===== src/rtl/irq_id_pkg.sv =====
package irq_id_pkg;
    localparam int NSRC    = 4;
    localparam int DATA_W  = 8;
    localparam int ANT_POS = 1;

    typedef logic [NSRC-1:0] src_vec_t;

    typedef struct packed {
        src_vec_t pend;
        src_vec_t act;
    } arb_state_t;

    // fixed data-bit position of each source index
    function automatic int src_pos(input int idx);
        case (idx)
            0:       return 3;
            1:       return 4;
            2:       return 6;
            default: return 7;
        endcase
    endfunction
endpackage


===== src/rtl/irq_sync_edge.sv =====
module irq_sync_edge #(
    parameter int NSRC   = 4,
    parameter int STAGES = 2
) (
    input  logic            clk,
    input  logic            rst_n,
    input  logic [NSRC-1:0] req_n,
    output logic [NSRC-1:0] fall
);
    for (genvar g = 0; g < NSRC; g++) begin : g_line
        logic [STAGES:0] sh_d, sh_q;

        always_comb begin
            sh_d = {sh_q[STAGES-1:0], req_n[g]};
        end

        always_ff @(posedge clk or negedge rst_n) begin
            if (!rst_n) sh_q <= '1;
            else        sh_q <= sh_d;
        end

        // synchronised level low now, high one cycle earlier
        assign fall[g] = ~sh_q[STAGES-1] & sh_q[STAGES];
    end
endmodule


===== src/rtl/irq_arbiter.sv =====
module irq_arbiter
    import irq_id_pkg::*;
(
    input  logic     clk,
    input  logic     rst_n,
    input  src_vec_t fall,
    input  logic     svc_done,
    output src_vec_t act_q,
    output logic     irq
);
    arb_state_t s_d, s_q;
    src_vec_t   pick;

    always_comb begin
        pick = '0;
        for (int i = 0; i < NSRC; i++) begin
            if (s_q.pend[i]) pick = src_vec_t'(1) << i;
        end
        s_d = s_q;
        if (|s_q.act) begin
            if (svc_done) s_d.act = '0;
        end else begin
            s_d.act  = pick;
            s_d.pend = s_q.pend & ~pick;
        end
        s_d.pend = s_d.pend | fall;
    end

    always_ff @(posedge clk or negedge rst_n) begin
        if (!rst_n) s_q <= '0;
        else        s_q <= s_d;
    end

    assign act_q = s_q.act;
    assign irq   = |s_q.act;
endmodule


===== src/rtl/irq_id_readout.sv =====
module irq_id_readout
    import irq_id_pkg::*;
(
    input  src_vec_t            act,
    input  logic                ant_right,
    input  logic                id_rd,
    output logic [DATA_W-1:0]   rd_data
);
    always_comb begin
        rd_data = '0;
        if (id_rd) begin
            for (int i = 0; i < NSRC; i++) rd_data[src_pos(i)] = act[i];
            rd_data[ANT_POS] = ant_right;
        end
    end
endmodule


===== src/rtl/irq_source_ident.sv =====
module irq_source_ident
    import irq_id_pkg::*;
#(
    parameter int SYNC_STAGES = 2
) (
    input  logic              clk,
    input  logic              rst_n,
    input  logic [NSRC-1:0]   req_n,
    input  logic              ant_right,
    input  logic              id_rd,
    input  logic              svc_done,
    output logic              irq,
    output logic [DATA_W-1:0] rd_data
);
    src_vec_t fall;
    src_vec_t act_q;

    irq_sync_edge #(.NSRC(NSRC), .STAGES(SYNC_STAGES)) u_sync (
        .clk(clk), .rst_n(rst_n), .req_n(req_n), .fall(fall)
    );

    irq_arbiter u_arb (
        .clk(clk), .rst_n(rst_n), .fall(fall), .svc_done(svc_done),
        .act_q(act_q), .irq(irq)
    );

    irq_id_readout u_rd (
        .act(act_q), .ant_right(ant_right), .id_rd(id_rd), .rd_data(rd_data)
    );
endmodule


===== config.mk =====
export PLATFORM = sky130hd
export DESIGN_NAME = irq_source_ident
export DESIGN_NICKNAME = d
export VERILOG_FILES = /design/src/rtl/irq_id_pkg.sv /design/src/rtl/irq_sync_edge.sv /design/src/rtl/irq_arbiter.sv /design/src/rtl/irq_id_readout.sv /design/src/rtl/irq_source_ident.sv
export SDC_FILE = /design/constraint.sdc
export NUM_CORES = 1
export LEC_CHECK = 0
export ABC_AREA = 1
export BUFFER_PORTS_ARGS = -buffer_cell sky130_fd_sc_hd__buf_2
export CORE_MARGIN = 3
export CORE_UTILIZATION = 53
export DETAILED_ROUTE_END_ITERATION = 10
export PLACE_DENSITY = 0.88
export SETUP_SLACK_MARGIN = 0.15
export SLEW_MARGIN = 20
export SYNTH_ARGS = -nofsm -noshare
export SYNTH_HDL_FRONTEND = slang
export SYNTH_SLANG_ARGS = --single-unit
export TNS_END_PERCENT = 1

===== constraint.sdc =====
create_clock -name clk -period 2.25 [get_ports clk]
set_input_delay 0.3375 -clock clk [delete_from_list [all_inputs] [get_ports clk]]
set_output_delay 0.3375 -clock clk [all_outputs]
set_load 0.05 [all_outputs]

[Word-level counts from Yosys, hierarchy flattened]
Cells that the tools add are included.
W data, S select, Z words.
Word-level totals
  memory bits (read-only): 0
  word-level logic and storage cells: 55
  memories kept: 0
  bits in registers: 20
  bits in writable memories: 0
  bits in latches: 0
  bits of input ports: 9
  output and inout port bits: 9
Cells by class
  div/mod/pow operators: 0
  $lt $le $gt $ge: 8
  equality and inequality tests: 1
  reduce and logical (&&, ||, !) cells: 5
  shift operators: 0
  $add $sub $neg: 0
  multipliers: 0
  bitwise operators: 12
  mux-type cells: 23
Operator list (count)
  $ge A32 B1 Y1 const B: 4
  $lt A32 B5 Y1 const B: 4
  $mux W32: 4
  $bwmux W8: 3
  $mux W4: 6
  $demux W1 S3: 4
  $and A8 B8 Y8: 1
  $mux W8: 1
  $mux W1: 5
  $and A1 B1 Y1: 4
  $and A4 B4 Y4: 1
  $logic_and A1 B1 Y1: 4
  $not A1 Y1: 4
  $not A4 Y4: 1
  $or A4 B4 Y4: 1
  $reduce_or A4 Y1: 1
  $ne A2 B2 Y1 const B: 1

[Depth between registers and ports, before layout]
  depth in word-level cells: 10
  gate-level depth with buffers: 5
  gate-level depth less buffers: 5

[Modules after synthesis]
Synthesis repeated with hierarchy kept, for this count alone.
Second synthesis, totals
  cell total of the unflattened synthesis: 73
  area, all modules: 798.3 µm²
By module, submodules not included
  irq_arbiter: instances 1, cells an instance 39, area an instance 379.1 µm², sequential area each 200.2 µm²
  irq_sync_edge: instances 1, cells an instance 20, area an instance 355.3 µm², sequential area each 315.3 µm²
  irq_id_readout: instances 1, cells an instance 14, area an instance 63.8 µm², sequential area each 0.0 µm²

[Worst setup path after synthesis]
No wires, ideal clock.
  kind: register -> output
  from: register u_arb.s_q, in the netlist u_arb.act_q[2]
  to: output rd_data[6]
  path slack: 1199 ps
  data required time: 1913 ps
  stages on the path, launching flop included: 3
  path buffers: 0
  arrival: 714 ps
  cells stage by stage: dfrtp_1 > nand2_1 > inv_1
On the way
  word-level cells in the longest chain between the ends: 3
Ends and longest elaborated chain
  start, declared: line irq_arbiter.sv:11  | arb_state_t s_d, s_q;
  start signal, assigned: line irq_arbiter.sv:30  | if (!rst_n) s_q <= '0;
  start signal, assigned: line irq_arbiter.sv:31  | else s_q <= s_d;
  $bwmux W8 (2 in series): line irq_id_readout.sv:12  | for (int i = 0; i < NSRC; i++) rd_data[src_pos(i)] = act[i];
  $mux W8: line irq_id_readout.sv:11  | if (id_rd) begin
  end, declared: line irq_source_ident.sv:13  | output logic [DATA_W-1:0] rd_data
No other way between the ends.

[Worst setup path in the final report]
  from: register u_arb.s_q, in the netlist u_arb.act_q[0]
  to: output irq
On the way
  word-level cells in the longest chain between the ends: 1
Ends and longest elaborated chain
  $reduce_or A4 Y1: line irq_arbiter.sv:35  | assign irq = |s_q.act;
  end, declared: line irq_source_ident.sv:12  | output logic irq,
No other way between the ends.

==> results.json <==
{
  "vias_per_cell": 4.646,
  "n_fill_cell": 82,
  "worst-setup-path-type": "register to primary output",
  "area_growth_syn_to_layout_pct": 18.24,
  "synth.lib_cells_used.distinct": 15,
  "dp.final_hpwl_um": 702.4,
  "worst-endpoint-required_ns": 1.91,
  "core.rowCount": 12,
  "clock_skew_ns": 0.008805,
  "port_buffers": 14,
  "clkSlewWorstSetupHoldPaths_ns": 0.11,
  "die_h_um": 43.39,
  "detail_routed_net_length_per_standard_cell_um": 9.121,
  "cells_on_worst_hold_path": 1,
  "antenna_violations_before_repair": 0,
  "cts_htree_levels": 1,
  "cts_inserted_buffers": 3,
  "antennaDiodeCount": 0,
  "grt_pass1_wl_um": 1573,
  "grt_usage_pct": 11.22,
  "worst_r2r_path_depth": 4,
  "coreArea_um2": 1201,
  "total_power_density_per_cell_area_nw_per_um2": 1290,
  "floorplan.io_pins": 18,
  "instances_no_fill": 99,
  "wirelength_um": 903,
  "die-area_um2": 1882,
  "design.final.nets": 95,
  "post-route-min-period_ns": 1.521,
  "syn-cell-area_um2": 740.7,
  "clk_path_buf_depth": 2,
  "setup-tns-final_ns": 0,
  "synth_warnings": 0,
  "start_util_pct": 61.67,
  "max-vdd-ir-drop_v": 0.0008264,
  "yosys-top-cells-area": "dfstp_2, dfrtp_1, inv_1, nand2_1, buf_4",
  "tritoncts": "yes",
  "drc_errors": 0,
  "fmaxAchievable_mhz": 657.4,
  "critical_path.endpoint_type": "primary output",
  "postSynthRegisterBits": 20,
  "synthDominantCellAreaShare_pct": 42.57,
  "avgSynthCellArea_um2": 11.06,
  "synth_top_cell_by_area": "dfstp_2",
  "grt_setup_unrepaired": "false",
  "globalplace.congestion": 0.7574,
  "syn-instance-count": 67,
  "detail_route.first_pass.iterations": 2,
  "run_status": "finished clean",
  "drv.max_cap_violation_count": 0,
  "final_layout_size_suffix_gt1_share_pct": 41.18,
  "number_of_drc_violations_after_detailed_routing_iteration_0": 1,
  "final_max_slew_viol_count": 0,
  "die_w_um": 43.39,
  "setup.worst_path.start_class": "register",
  "clock-root-buffer": "clkbuf_4",
  "synth.yosys.seq_area_share_pct": 69.59,
  "grt_pass1_vias": 436,
  "clkLatencyLatePin_ns": 0.29,
  "min-delay-path-class": "input pin to register",
  "report.final.hold_viol_count": 0,
  "cp.arrival_ns": 1.18,
  "cts.sinks": 20,
  "post_cts_buffers": 0,
  "grt_start_max_net_pins": 21,
  "place.detailed.instances": 94,
  "grt_overflow_total": 0,
  "worst-path-max-fanout": 8,
  "report.final.setup_viol": 0,
  "timing.hold.ws_ns": 0.1280,
  "leakagePower_nw": 0.4685,
  "route.vias.total": 460,
  "final_clock_period_utilization_by_the_worst_path_pct": 67.60,
  "remaining_antenna_violation_count_after_routing": 0
}
-- metal layers --
| layer | part of all wire (%) | wire length [µm] | track usage [%] |
|---|---|---|---|
| met1 | 44 | 399 | 12.78 |
| met2 | 46 | 411 | 18.58 |
| met3 | 10 | 93 | 4.149 |
| met4 | 0 | 0 | 5.422 |
| met5 | 0 | 0 | 0 |
-- final cells by class --
cell class              instances  area [µm²]  area share [%]
clock buffers                   3       22.52           2.571
flip-flops and latches         20       515.5           58.86
clock inverters                 1       30.03           3.429
inverters                      16       60.06           6.857
multi-input cells              30       150.1           17.14
repair buffers                 15       80.08           9.143
well taps                      14       17.52           2.000
-- cell families after synthesis --
logic type / share of synthesized area (%)
other: 0.5063
AOI/OAI and AO/OA: 6.757
DFF: 69.59
and+or+nand+nor: 11.99
buffers and inverters: 11.15
-- critical path, cell delays in order (launching register included) --
cell	delay [ns]
dfrtp_1	0.42
nor2_2	0.15
nand2_4	0.09
buf_2	0.22
-- flip-flops by register name, summed over array words and instances (netlist names) --
name	flops
u_sync.g_line.sh_q	12
u_arb.act_q	4
u_arb.s_q	4
-- through the flow --
step | setup slack [ns] | utilization, % | cell area (µm²) | power (mW)
6_report | 0.7289 | 72.92 | 875.8 | 1.130
3_5_place_dp | 1.054 | 67.71 | 813.3 | 0.8591
3_3_place_gp | 1.077 | 67.71 | 813.3 | 0.8471
4_1_cts | 0.7177 | 72.92 | 875.8 | 1.143
2_1_floorplan | 1.199 | - | 748.2 | 0.7827
5_1_grt | 0.6637 | 72.92 | 875.8 | 1.198
-- power by group --
| part | switching, mW | internal, mW |
|---|---|---|
| Sequential | 0.0503 | 0.439 |
| Clock | 0.100 | 0.180 |
| Combinational | 0.255 | 0.105 |
-- what timing repair did --
| item | CTS | global route |
|---|---|---|
| hold buffers | 1 | 0 |
| resized for setup | 0 | 0 |
| hold endpoints to repair | 8 | 0 |
-- Yosys cell counts --
master	n
inv_1	16
dfstp_2	12
nand2_1	12
dfrtp_1	8
buf_4	3
nor2_2	3
o22ai_1	3
nand3_1	2
o21ai_0	2
conb_1	1
nand2_4	1
nor2_1	1
o21ai_1	1
o21ai_2	1
o21bai_1	1
-- layout by cell type (no fill, tap or decap), drive strengths merged --
| master | n |
|---|---|
| conb | 3 |
| buf | 14 |
| bufinv | 1 |
| nand2 | 13 |
| o21ai | 4 |
| o22ai | 3 |
| clkbuf | 3 |
| o21bai | 1 |
| nand3 | 2 |
| dfrtp | 8 |
| dfstp | 12 |
| inv | 16 |
| dlygate4sd3 | 1 |
| nor2 | 4 |
-- final timing paths --
path	start	to	slack, ns
min	req_n[0]	u_sync.g_line[0].sh_q[0]	0.13
max reg2reg	u_arb.act_q[0]	u_arb.s_q[5]	1.27
min in group asynchronous	rst_n	u_arb.s_q[7]	0.49
max in group asynchronous	rst_n	u_sync.g_line[1].sh_q[1]	1.43
min reg2reg	u_sync.g_line[1].sh_q[1]	u_sync.g_line[1].sh_q[2]	0.36
max	u_arb.act_q[0]	irq	0.73
Power figures use the tool's default switching activity.
